===== src/rtl/spi_dr_pkg.sv =====
package spi_dr_pkg;
    localparam int CTL_W = 7;

    // bit 0 is master, bit 6 is irq_on
    typedef struct packed {
        logic irq_on;
        logic doze_off;
        logic open_drain;
        logic sense;
        logic enable;
        logic interval;
        logic master;
    } ctl_t;

    typedef enum logic [2:0] {
        ST_IDLE,
        ST_LOW,
        ST_HIGH,
        ST_FINISH,
        ST_SLV_SEL,
        ST_SLV_HOLD
    } state_t;
endpackage


===== src/rtl/spi_dr_sync.sv =====
module spi_dr_sync #(
    parameter int          W       = 1,
    parameter int          STAGES  = 2,
    parameter logic [W-1:0] RST_VAL = '0
) (
    input  logic         clk,
    input  logic         rst_n,
    input  logic [W-1:0] d,
    output logic [W-1:0] q
);
    logic [W-1:0] pipe [STAGES];

    always_ff @(posedge clk or negedge rst_n) begin
        if (!rst_n) begin
            for (int i = 0; i < STAGES; i++) pipe[i] <= RST_VAL;
        end else begin
            pipe[0] <= d;
            for (int i = 1; i < STAGES; i++) pipe[i] <= pipe[i-1];
        end
    end

    assign q = pipe[STAGES-1];
endmodule


===== src/rtl/spi_dr_regs.sv =====
module spi_dr_regs
    import spi_dr_pkg::*;
(
    input  logic             clk,
    input  logic             rst_n,
    input  logic             ctl_we,
    input  logic [CTL_W-1:0] ctl_wdata,
    input  logic             done_set,
    input  logic             done_clr,
    output ctl_t             ctl,
    output logic             done,
    output logic             irq
);
    always_ff @(posedge clk or negedge rst_n) begin
        if (!rst_n) begin
            ctl  <= '0;
            done <= 1'b0;
        end else begin
            if (ctl_we) ctl <= ctl_t'(ctl_wdata);
            // completion outranks a clear in the same cycle
            if (done_set)      done <= 1'b1;
            else if (done_clr) done <= 1'b0;
        end
    end

    assign irq = done & ctl.irq_on;
endmodule


===== src/rtl/spi_dr_fsm.sv =====
module spi_dr_fsm
    import spi_dr_pkg::*;
#(
    parameter int DATA_W      = 8,
    parameter int SYNC_STAGES = 2
) (
    input  logic              clk,
    input  logic              rst_n,
    input  logic              mode_master,
    input  logic              xfer_enable,
    input  logic              frozen,
    input  logic              start,
    input  logic [DATA_W-1:0] tx_data,
    input  logic              sdi,
    input  logic              sclk_in,
    input  logic              sel_n_in,
    output state_t            state,
    output logic [DATA_W-1:0] rx_data,
    output logic              done_set,
    output logic              sclk_v,
    output logic              sdo_v,
    output logic              busy,
    output logic              slv_sel
);
    localparam int CNT_W = (DATA_W > 1) ? $clog2(DATA_W) : 1;
    localparam logic [CNT_W-1:0] LAST = CNT_W'(DATA_W - 1);

    state_t            nxt;
    logic [DATA_W-1:0] sh;
    logic [CNT_W-1:0]  cnt;
    logic              s_sclk, s_sel_n, s_sdi, sclk_q, rise;

    spi_dr_sync #(.W(3), .STAGES(SYNC_STAGES), .RST_VAL(3'b010)) u_sync (
        .clk   (clk),
        .rst_n (rst_n),
        .d     ({sclk_in, sel_n_in, sdi}),
        .q     ({s_sclk, s_sel_n, s_sdi})
    );

    assign rise = s_sclk & ~sclk_q;

    // state register
    always_ff @(posedge clk or negedge rst_n) begin
        if (!rst_n) state <= ST_IDLE;
        else        state <= nxt;
    end

    // next state
    always_comb begin
        nxt = state;
        if (!frozen) begin
            unique case (state)
                ST_IDLE: begin
                    if (mode_master) begin
                        if (start && xfer_enable) nxt = ST_LOW;
                    end else if (!s_sel_n) begin
                        nxt = ST_SLV_SEL;
                    end
                end
                ST_LOW:      nxt = ST_HIGH;
                ST_HIGH:     nxt = (cnt == LAST) ? ST_FINISH : ST_LOW;
                ST_FINISH:   nxt = ST_IDLE;
                ST_SLV_SEL: begin
                    if (s_sel_n)                   nxt = ST_IDLE;
                    else if (rise && cnt == LAST)  nxt = ST_SLV_HOLD;
                end
                ST_SLV_HOLD: if (s_sel_n) nxt = ST_IDLE;
                default:     nxt = ST_IDLE;
            endcase
        end
    end

    // shift datapath
    always_ff @(posedge clk or negedge rst_n) begin
        if (!rst_n) begin
            sh      <= '0;
            cnt     <= '0;
            rx_data <= '0;
            sclk_q  <= 1'b0;
        end else begin
            sclk_q <= s_sclk;
            if (!frozen) begin
                unique case (state)
                    ST_IDLE: begin
                        cnt <= '0;
                        if (nxt == ST_LOW || nxt == ST_SLV_SEL) sh <= tx_data;
                    end
                    ST_HIGH: begin
                        sh  <= {sh[DATA_W-2:0], sdi};
                        cnt <= cnt + 1'b1;
                    end
                    ST_FINISH: rx_data <= sh;
                    ST_SLV_SEL: begin
                        if (!s_sel_n && rise) begin
                            sh  <= {sh[DATA_W-2:0], s_sdi};
                            cnt <= cnt + 1'b1;
                            if (cnt == LAST) rx_data <= {sh[DATA_W-2:0], s_sdi};
                        end
                    end
                    default: ;
                endcase
            end
        end
    end

    // outputs
    always_comb begin
        sclk_v   = (state == ST_HIGH);
        sdo_v    = sh[DATA_W-1];
        busy     = (state == ST_LOW) || (state == ST_HIGH) || (state == ST_FINISH);
        slv_sel  = (state == ST_SLV_SEL) || (state == ST_SLV_HOLD);
        done_set = !frozen && ((state == ST_FINISH) ||
                   (state == ST_SLV_SEL && !s_sel_n && rise && cnt == LAST));
    end
endmodule


===== src/rtl/spi_dr_pad.sv =====
module spi_dr_pad #(
    parameter int N = 3
) (
    input  logic [N-1:0] val,
    input  logic [N-1:0] drive,
    input  logic         od,
    output logic [N-1:0] pin_o,
    output logic [N-1:0] pin_oe
);
    for (genvar g = 0; g < N; g++) begin : g_pin
        assign pin_oe[g] = drive[g] & (od ? ~val[g] : 1'b1);
        assign pin_o[g]  = od ? 1'b0 : val[g];
    end
endmodule


===== src/rtl/spi_dual_role.sv =====
module spi_dual_role
    import spi_dr_pkg::*;
#(
    parameter int DATA_W      = 8,
    parameter int SYNC_STAGES = 2
) (
    input  logic              clk,
    input  logic              rst_n,
    input  logic              ctl_we,
    input  logic [CTL_W-1:0]  ctl_wdata,
    output logic [CTL_W-1:0]  ctl_rdata,
    input  logic              start,
    input  logic [DATA_W-1:0] tx_data,
    output logic [DATA_W-1:0] rx_data,
    output logic              done,
    input  logic              done_clr,
    output logic              irq,
    input  logic              sys_doze,
    input  logic              sclk_in,
    input  logic              sel_n_in,
    input  logic              sdi,
    output logic              sclk_o,
    output logic              sclk_oe,
    output logic              cs_o,
    output logic              cs_oe,
    output logic              sdo_o,
    output logic              sdo_oe
);
    localparam int NPIN = 3;

    ctl_t            ctl;
    state_t          state;
    logic            frozen, done_set, busy, slv_sel, sclk_v, sdo_v, cs_act, cs_v;
    logic [NPIN-1:0] pad_val, pad_drv, pad_o, pad_oe;

    spi_dr_regs u_regs (
        .clk       (clk),
        .rst_n     (rst_n),
        .ctl_we    (ctl_we),
        .ctl_wdata (ctl_wdata),
        .done_set  (done_set),
        .done_clr  (done_clr),
        .ctl       (ctl),
        .done      (done),
        .irq       (irq)
    );

    assign ctl_rdata = ctl;
    assign frozen    = ctl.doze_off & sys_doze;

    spi_dr_fsm #(.DATA_W(DATA_W), .SYNC_STAGES(SYNC_STAGES)) u_fsm (
        .clk         (clk),
        .rst_n       (rst_n),
        .mode_master (ctl.master),
        .xfer_enable (ctl.enable),
        .frozen      (frozen),
        .start       (start),
        .tx_data     (tx_data),
        .sdi         (sdi),
        .sclk_in     (sclk_in),
        .sel_n_in    (sel_n_in),
        .state       (state),
        .rx_data     (rx_data),
        .done_set    (done_set),
        .sclk_v      (sclk_v),
        .sdo_v       (sdo_v),
        .busy        (busy),
        .slv_sel     (slv_sel)
    );

    // select path: sub-mode picks the source, sense picks the level
    assign cs_act = ctl.interval ? busy : ctl.enable;
    assign cs_v   = ctl.sense ? cs_act : ~cs_act;

    assign pad_val = {cs_v, sclk_v, sdo_v};
    assign pad_drv = {ctl.master, ctl.master, ctl.master | slv_sel};

    spi_dr_pad #(.N(NPIN)) u_pad (
        .val    (pad_val),
        .drive  (pad_drv),
        .od     (ctl.master & ctl.open_drain),
        .pin_o  (pad_o),
        .pin_oe (pad_oe)
    );

    assign {cs_o, sclk_o, sdo_o}    = pad_o;
    assign {cs_oe, sclk_oe, sdo_oe} = pad_oe;
endmodule


===== config.mk =====
export PLATFORM = sky130hd
export DESIGN_NAME = spi_dual_role
export DESIGN_NICKNAME = d
export VERILOG_FILES = /design/src/rtl/spi_dr_pkg.sv /design/src/rtl/spi_dr_sync.sv /design/src/rtl/spi_dr_regs.sv /design/src/rtl/spi_dr_fsm.sv /design/src/rtl/spi_dr_pad.sv /design/src/rtl/spi_dual_role.sv
export SDC_FILE = /design/constraint.sdc
export NUM_CORES = 1
export LEC_CHECK = 0
export BUFFER_PORTS_ARGS = -buffer_cell sky130_fd_sc_hd__buf_2
export CAP_MARGIN = 10
export CORE_ASPECT_RATIO = 1.2
export CORE_MARGIN = 4
export CORE_UTILIZATION = 50
export CTS_BUF_LIST = sky130_fd_sc_hd__clkbuf_16
export CTS_CLUSTER_DIAMETER = 100
export DETAILED_ROUTE_END_ITERATION = 10
export GPL_TIMING_DRIVEN = 0
export HOLD_SLACK_MARGIN = 0.06
export PLACE_DENSITY = 0.76
export SLEW_MARGIN = 20
export SYNTH_ARGS = -nofsm -noshare
export SYNTH_HDL_FRONTEND = slang
export SYNTH_SLANG_ARGS = --single-unit

===== constraint.sdc =====
create_clock -name clk -period 2.85 [get_ports clk]
set_clock_uncertainty 0.15 [all_clocks]
set_input_delay 0.4275 -clock clk [delete_from_list [all_inputs] [get_ports clk]]
set_output_delay 0.4275 -clock clk [all_outputs]
set_load 0.01 [all_outputs]

* Word-level counts from Yosys, hierarchy flattened
Cells that the tools add are included. W data, S select, Z words.
Operators by class: reductions and logical operators 21, equal/unequal tests 11, bitwise gates (word level) 14, add/subtract/negate cells 1, multiplexer cells 27
Operator list (count):
- $mux W8 | 4
- $mux W3 | 8
- $pmux W8 S3 | 1
- $pmux W8 S2 | 1
- $pmux W3 S5 | 1
- $eq A3 B3 Y1 const B | 4
- $mux W1 | 10
- $pmux W3 S3 | 1
- $reduce_and A4 Y1 | 2
- $and A1 B1 Y1 | 7
- $logic_and A1 B1 Y1 | 7
- $eq A3 B1 Y1 const B | 2
- $eq A3 B2 Y1 const B | 2
- $ne A2 B1 Y1 const B | 3
- $not A1 Y1 | 6
- $logic_or A1 B1 Y1 | 5
- $reduce_bool A2 Y1 | 2
- $add A3 B1 Y3 const B | 1
- $logic_not A3 Y1 | 1
- $reduce_and A3 Y1 | 1
- $reduce_bool A3 Y1 | 1
- $logic_not A1 Y1 | 2
- $mux W2 | 1
- $or A1 B1 Y1 | 1
Storage, ports and cells: register bits after elaboration 37, bits of input ports 24

* Longest topological paths before layout
Gate-level depths: netlist of run 1.
depth in word-level cells 11, depth in mapped cells 9, mapped depth without buffers 8

* By module
From an unflattened synthesis of run 1, not the netlist that was laid out.
Second synthesis, totals: cell total of the unflattened synthesis 156, area, all modules 1831.8 sq um
By module, submodules not included:
- spi_dr_fsm | instances 1, area each 1243.7 sq um, cells each 117, sequential area each 575.6 sq um
- spi_dr_regs | instances 1, area each 334.1 sq um, cells each 19, sequential area each 200.2 sq um
- spi_dr_sync | instances 1, area each 175.2 sq um, cells each 9, sequential area each 152.6 sq um
- spi_dr_pad | instances 1, area each 41.3 sq um, cells each 6, sequential area each 0.0 sq um
- spi_dual_role | instances 1, area each 37.5 sq um, cells each 5, sequential area each 0.0 sq um

* Worst setup path after synthesis of run 1
OpenSTA, ideal clock, no wires.
path kind reg-to-reg, start register u_fsm.cnt[0], end register u_fsm.sh[0], library setup time 125 ps, arrival 1979 ps, data required time 2575 ps, path slack 597 ps, stages on the path, launching flop included 9, path buffers 0, cells stage by stage dfrtp_1 ha_1 ha_1 and3b_1 o211ai_1 a31oi_2 xnor2_1 o21ai_4 mux2_2
Between the ends: word-level cells in the longest chain between the ends 10, elaborated cells between the ends (all ways) 12
Ends and longest elaborated chain:
- from (decl) | line spi_dr_fsm.sv:30 | logic [CNT_W-1:0] cnt;
- from (signal assigned) | line spi_dr_fsm.sv:90 | cnt <= cnt + 1'b1;
- from (signal assigned) | line spi_dr_fsm.sv:96 | cnt <= cnt + 1'b1;
- $eq A3 B3 Y1 * | line spi_dr_fsm.sv:65 | else if (rise && cnt == LAST) nxt = ST_SLV_HOLD;
- $logic_and A1 B1 Y1 * | line spi_dr_fsm.sv:65
- $mux W3 * | line spi_dr_fsm.sv:65
- $mux W3 * | line spi_dr_fsm.sv:64 | if (s_sel_n) nxt = ST_IDLE;
- $pmux W3 S5 * | line spi_dr_fsm.sv:52 | unique case (state)
- $mux W3 * | line spi_dr_fsm.sv:51 | if (!frozen) begin
- via u_fsm.nxt[0] | line spi_dr_fsm.sv:28 | state_t nxt;
- $eq A3 B1 Y1 or $eq A3 B3 Y1 (tied branches) | line spi_dr_fsm.sv:86 | if (nxt == ST_LOW || nxt == ST_SLV_SEL) sh <= tx_data;
- $logic_or A1 B1 Y1 * | line spi_dr_fsm.sv:86
- $ne A2 B1 Y1 (no source line) *
- $reduce_and A4 Y1 (no source line) *
- to (signal assigned) | line spi_dr_fsm.sv:86
- to (signal assigned) | line spi_dr_fsm.sv:89 | sh <= {sh[DATA_W-2:0], sdi};
- to (signal assigned) | line spi_dr_fsm.sv:95 | sh <= {sh[DATA_W-2:0], s_sdi};
- to (decl) | line spi_dr_fsm.sv:29 | logic [DATA_W-1:0] sh;
The timed path passes the listed nets; every way through them passes the cells marked *. A chain may end at the register's enable or synchronous reset.

* Worst setup path in the final report of run 1
start register u_fsm.cnt[0], end register u_fsm.sh[4]
The elaborated chain is that of the path after synthesis.

==> results of run 1 <==
[routing by layer]
metal | GRT usage (%) | up-vias
met4 | 7.843 | 0
met1 | 21.65 | 650
met5 | 0 | -
met2 | 32.83 | 53
met3 | 4.281 | 11
li1 | - | 654
[per-stage QoR]
| step | hold slack [ps] | power, mW | cells | area [sq um] |
|---|---|---|---|---|
| finish | 92.36 | 2.423 | 250 | 2245 |
| floorplan | -18.09 | 1.551 | 160 | 1807 |
| global placement | 182.8 | 1.769 | 242 | 2078 |
| detailed placement | 184.7 | 1.827 | 242 | 2078 |
| CTS | 92.34 | 2.444 | 250 | 2245 |
| global route | 91.59 | 2.593 | 250 | 2245 |
[cell usage after synthesis, drive strengths merged]
| library cell | count |
|---|---|
| a21boi | 2 |
| a21oi | 5 |
| a221oi | 1 |
| a22o | 1 |
| a22oi | 1 |
| a31oi | 3 |
| and2 | 3 |
| and2b | 1 |
| and3b | 1 |
| buf | 8 |
| clkbuf | 2 |
| dfrtp | 35 |
| dfstp | 2 |
| ha | 2 |
| inv | 3 |
| mux2 | 21 |
| mux2i | 10 |
| nand2 | 17 |
| nand2b | 2 |
| nand3 | 3 |
| nand3b | 1 |
| nand4 | 1 |
| nor2 | 9 |
| nor2b | 2 |
| nor3b | 1 |
| o211ai | 1 |
| o21ai | 19 |
| xnor2 | 1 |
| xor2 | 2 |
[path summary, 6_finish.rpt]
path / to / cells after the start
setup / recovery: u_fsm.sh[4]$_DFFE_PN0P_ / 8
hold / removal: u_fsm.cnt[0]$_DFFE_PN0P_ / 1
setup reg to reg: u_fsm.sh[4]$_DFFE_PN0P_ / 8
hold reg to reg: u_fsm.u_sync.q[2]$_DFF_PN0_ / 0
max in group asynchronous: u_regs.ctl[4]$_DFFE_PN0P_ / 1
min in group clk: u_fsm.u_sync.pipe[4]$_DFF_PN1_ / 1
[area by class of cell]
class	count	area, sq um
buffer	10	80.08
tap	37	46.29
sequential	37	928.4
clock buffer	5	125.1
fill	272	1151
timing repair buffer	45	225.2
inverter	3	11.26
clock inverter	3	41.29
multi-input combinational	110	787.0
[worst reg2reg max path: stages (launching register included)]
cell and delay, ps:
dfrtp_1 390, ha_1 210, ha_1 260, and3b_1 190, o211ai_1 200, a31oi_2 140
xnor2_1 190, o21ai_4 290, mux2_2 380
[cell usage in the layout, fill, tap and decap left out, drive strengths merged]
cell type,count
o21ai,19
buf,53
ha,2
dfrtp,35
xor2,2
nor3b,1
a31oi,3
mux2i,10
o211ai,1
mux2,21
a221oi,1
nand2,17
dfstp,2
and3b,1
xnor2,1
clkinvlp,1
a21boi,2
nor2,9
a22oi,1
bufinv,1
and2b,1
nand3,3
inv,3
nand2b,2
nor2b,2
nand3b,1
a22o,1
a21oi,5
clkbuf,7
clkinv,1
nand4,1
and2,3
[flip-flops by register name (all words and copies together), names as in the netlist]
name,count
u_fsm.sclk_q,1
u_fsm.rx_data,8
u_fsm.u_sync.pipe,3
u_regs.done,1
u_fsm.sh,8
u_fsm.u_sync.q,3
u_fsm.state,3
u_regs.ctl,7
u_fsm.cnt,3
[logic make-up after synthesis]
group | Yosys count
simple gates | 41
fa+ha+maj | 2
buf+inv | 13
xor+xnor | 3
flops | 37
compound gates | 33
mux | 31
[power breakdown]
part | internal, mW | switching [mW] | total, mW
Combinational | 0.501 | 0.498 | 1.00
Clock | 0.409 | 0.203 | 0.611
Sequential | 0.689 | 0.122 | 0.812
Total | 1.60 | 0.823 | 2.42
==> flow_summary.yaml, run 1 <==
outcome:
  outcome: "complete, no violations"
placement:
  pre_cts_ws_ps: 322.7
  detailed_place_hpwl_mm: 2.830
  port_buffers: 45
  gp_congestion: 0.8388
clock_network:
  post-cts-setup-buffers: 0
  cts_tree: "built"
  postCtsResizedCells: 0
  cts.sinks: 37
  clockBufferDepth: 2
  hold_buffers: 0
  numCtsBuffers: 5
  clockRootBuffer: "clkbuf_16"
  clock_latency_ps: 280
  clkTransAtPathRegs_ps: 60
  htreeDepth: 2
critical_path:
  crit_start: "u_fsm.cnt[0]$_DFFE_PN0P_"
  worst_setup_path_start_kind: "flip-flop"
  cp-end-kind: "flip-flop"
  arrival_ps: 2520
  path_class: "flip-flop to flip-flop"
  required_ps: 2860
  crit_chain: "ha_1 -> ha_1 -> and3b_1 -> o211ai_1 -> a31oi_2 -> xnor2_1 -> o21ai_4 -> mux2_2"
  r2r_start: "u_fsm.cnt[0]$_DFFE_PN0P_"
  rrSetupSlack_ps: 340
  cp_max_fo: 8
  crit_path_frequent_cell: "ha_1"
  cp_slowest_cell: "dfrtp_1"
  slowest_delay_ps: 390
  critical-path-top-delay-family: "compound AO/OA/AOI/OAI gates"
  crit_buf_inv: 0
synthesis:
  avgSynthCellArea_sq_um: 11.29
  synth_top_family_by_area: "multiplexers"
  syn_inst: 160
  synth.area.top_cells: "dfrtp_1 (48%), mux2_2 (13%), mux2i_1 (5.5%)"
  synth_seq_cells: 37
  synth-xor-area-share_pct: 1.454
  seq_area_frac_synth_pct: 51.39
  synth-simple-area-share_pct: 10.80
  synthAdderAreaFrac_pct: 1.385
  synthesis.nets: 186
  synth_top_area_share_pct: 48.48
  yosysTopAreaCell: "dfrtp_1"
  synth-compound-area-share_pct: 11.29
  ys_warn_count: 0
  muxShareOfSynthArea_pct: 18.63
  synthDistinctLibCells: 34
  netlist_area_sq_um: 1807
sta:
  relSlewSlack_pct: 46.73
  report.final.slew_viol_count: 0
  setup_ws_ps: 343.2
  period_minus_slack_ps: 2507
  fin_crit_sh_pct: 87.96
  setup-tns-final_ps: 0
  setup_viol: 0
  fmax_ghz: 0.3989
  rsz0062_at_grt: "no"
  tightestPinTransition_ps: 799.1
  final_hold_viol_count: 0
routing:
  maxUsedRoutingLayer: "met4"
  routed_via_density: 5.472
  firstDrtPassIters: 4
  met2WireLength_mm: 1.861
  dr_total_vias: 1368
  dr_wl_met3_um: 215
  wl_met1_mm: 1.588
  drc: 0
  route.antenna.remaining_nets: 0
  avgRoutedWirePerCell_um: 14.99
  drt_first_iter_violations: 43
  wl_mm: 3.747
run:
  max-cap-violations: 0
die:
  die_w_um: 62.88
  fp.dieH_um: 73.85
  core_area_sq_um: 3396
  die-area_sq_um: 4643
  initial_utilization_pct: 53.21
  ios: 47
  rows: 23
power:
  leakage_nw: 1.059
  irDropWorstVdd_mv: 0.6249
  p_per_area_nw_per_um2: 1079
grt:
  grt_pass1_vias: 1548
  grt_max_degree: 38
  antenna_found_initial: 0
  track_usage_pct: 18.55
  grt_pass1_wl_mm: 6.789
  grt_remaining_overflow: 0
layout:
  syn2layout_area_growth_pct: 24.24
  final_util_pct: 66.10
  layout-drive-gt1-share_pct: 40.85
  antenna_cells: 0
  nNetsFinal: 238
worst_hold_path:
  hold_path_class: "input port to asynchronous set/reset pin"
No activity file was read; power rests on OpenSTA's default activity.
==> run 2: changes to the inputs <==
--- a/config.mk
+++ b/config.mk
@@ -6,5 +6,5 @@
 export NUM_CORES = 1
 export LEC_CHECK = 0
-export BUFFER_PORTS_ARGS = -buffer_cell sky130_fd_sc_hd__buf_2
+export BUFFER_PORTS_ARGS = -buffer_cell sky130_fd_sc_hd__buf_4
 export CAP_MARGIN = 10
 export CORE_ASPECT_RATIO = 1.2
--- a/constraint.sdc
+++ b/constraint.sdc
@@ -3,3 +3,3 @@
 set_input_delay 0.4275 -clock clk [delete_from_list [all_inputs] [get_ports clk]]
 set_output_delay 0.4275 -clock clk [all_outputs]
-set_load 0.01 [all_outputs]
+set_load 0.02 [all_outputs]
==> flow_summary.yaml, run 2 (same netlist as run 1, synthesis figures left out) <==
sta:
  period_minus_slack_ps: 2521
  fin_crit_sh_pct: 88.45
  final_hold_viol_count: 0
  setup-tns-final_ps: 0
  rsz0062_at_grt: "no"
  relSlewSlack_pct: 69.25
  report.final.slew_viol_count: 0
  setup_ws_ps: 329.3
  setup_viol: 0
  tightestPinTransition_ps: 456.4
  fmax_ghz: 0.3967
  whs_ps: 105.8
worst_hold_path:
  hold_path_class: "input port to flip-flop"
routing:
  dr_total_vias: 1368
  wl_mm: 3.756
  drt_first_iter_violations: 38
  route.antenna.remaining_nets: 0
  routed_via_density: 5.472
  drc: 0
  avgRoutedWirePerCell_um: 15.02
  firstDrtPassIters: 4
grt:
  antenna_found_initial: 0
  track_usage_pct: 18.06
  grt_max_degree: 38
  grt_pass1_vias: 1474
  grt_remaining_overflow: 0
  grt_pass1_wl_mm: 6.486
clock_network:
  cts_tree: "built"
  clkTransAtPathRegs_ps: 50
  post-cts-setup-buffers: 0
  htreeDepth: 2
  numCtsBuffers: 5
  clockRootBuffer: "clkbuf_16"
  hold_buffers: 1
  cts.sinks: 37
  clock_latency_ps: 280
  clockBufferDepth: 2
  postCtsResizedCells: 0
critical_path:
  cp_max_fo: 8
  arrival_ps: 2530
  required_ps: 2860
  path_class: "flip-flop to flip-flop"
  cp-end-kind: "flip-flop"
  worst_setup_path_start_kind: "flip-flop"
layout:
  reg_top3: "u_fsm.rx_data: 8 flops, u_fsm.sh: 8 flops, u_regs.ctl: 7 flops"
  layout-drive-gt1-share_pct: 39.91
  final_cell_area_sq_um: 2333
  nNetsFinal: 239
  final_cell_mix: "buf_4 (49), dfrtp_1 (35), mux2_2 (21)"
  syn2layout_area_growth_pct: 29.16
  antenna_cells: 0
  mostFrequentLayoutCell: "buf_4"
die:
  rows: 23
  ios: 47
  core_area_sq_um: 3396
  fp.dieH_um: 73.85
  die_w_um: 62.88
  die-area_sq_um: 4643
  initial_utilization_pct: 53.21
power:
  p_sw_share_pct: 35.97
  internal-power_mw: 1.562
  power_frac_clock_pct: 20.6
  p_switching_mw: 0.8777
  irDropWorstVdd_mv: 0.5579
  power_frac_seq_pct: 33.4
  p_per_area_nw_per_um2: 1046
  leakage_nw: 1.085
  p_comb_share_pct: 46.0
placement:
  detailed_place_hpwl_mm: 2.759
  pre_cts_ws_ps: 343.5
  dpl_cell_area_sq_um: 2191
  port_buffers: 45
  gp_congestion: 0.8250
outcome:
  outcome: "complete, no violations"
run:
  max-cap-violations: 0
## run 2: cell count changes in the layout (fill, tap and decap cells not counted)
cell / delta
buf_2: -45
clkinvlp_4: -1
inv_1: +1
dlygate4sd3_1: +1
bufinv_16: -1
buf_4: +45
## run 2: power by group through the flow
| stage | Sequential, mW | Combinational [mW] | Clock (mW) |
|---|---|---|---|
| 3_5_place_dp | 0.821 | 1.13 | 0 |
| 3_3_place_gp | 0.808 | 1.10 | 0 |
| 2_1_floorplan | 0.863 | 0.757 | 0 |
| 6_report | 0.816 | 1.12 | 0.502 |
| 5_1_grt | 0.837 | 1.24 | 0.535 |
| 4_1_cts | 0.815 | 1.14 | 0.508 |
## run 2: worst paths after layout
| check | start | endpoint | slack [ps] | cells after the start |
|---|---|---|---|---|
| setup / recovery | u_fsm.cnt[0]$_DFFE_PN0P_ | u_fsm.sh[1]$_DFFE_PN0P_ | 330 | 8 |
| hold / removal | sel_n_in | u_fsm.u_sync.pipe[4]$_DFF_PN1_ | 110 | 1 |
| setup reg to reg | u_fsm.cnt[0]$_DFFE_PN0P_ | u_fsm.sh[1]$_DFFE_PN0P_ | 330 | 8 |
| hold reg to reg | u_fsm.u_sync.pipe[4]$_DFF_PN1_ | u_fsm.u_sync.q[1]$_DFF_PN1_ | 200 | 0 |
| max in group asynchronous | rst_n | u_fsm.u_sync.q[1]$_DFF_PN1_ | 1700 | 2 |
| min in group asynchronous | rst_n | u_fsm.u_sync.q[0]$_DFF_PN0_ | 500 | 2 |
## run 2: area by class of cell
cell class,instances,area (sq um)
Fill cell,263,1062
Sequential cell,37,928.4
Multi-Input combinational cell,110,787.0
Timing Repair Buffer,46,347.8
Clock buffer,5,125.1
Buffer,10,80.08
Tap cell,37,46.29
Inverter,3,11.26
Clock inverter,2,7.507
## run 2: per-stage QoR
stage / power, mW / utilization [%] / cells
2_1_floorplan: 1.620 / - / 160
3_3_place_gp: 1.905 / 64.52 / 242
3_5_place_dp: 1.947 / 64.52 / 242
4_1_cts: 2.459 / 68.72 / 250
5_1_grt: 2.610 / 68.72 / 250
6_report: 2.440 / 68.72 / 250
## run 2: layer usage
layer  share of wire, %  vias to the layer above  global-route usage [%]
met4                2.2                        0                   7.843
met3                7.3                       10                   6.116
li1                   -                      660                       -
met2                 51                       47                   31.77
met5                  0                        -                       0
met1                 40                      651                   19.90
## run 2: critical path, stage by stage (launching register included)
cell and delay, ps:
dfrtp_1 390, ha_1 210, ha_1 250, and3b_1 190, o211ai_1 210, a31oi_2 140
xnor2_1 180, o21ai_4 290, mux2_2 380
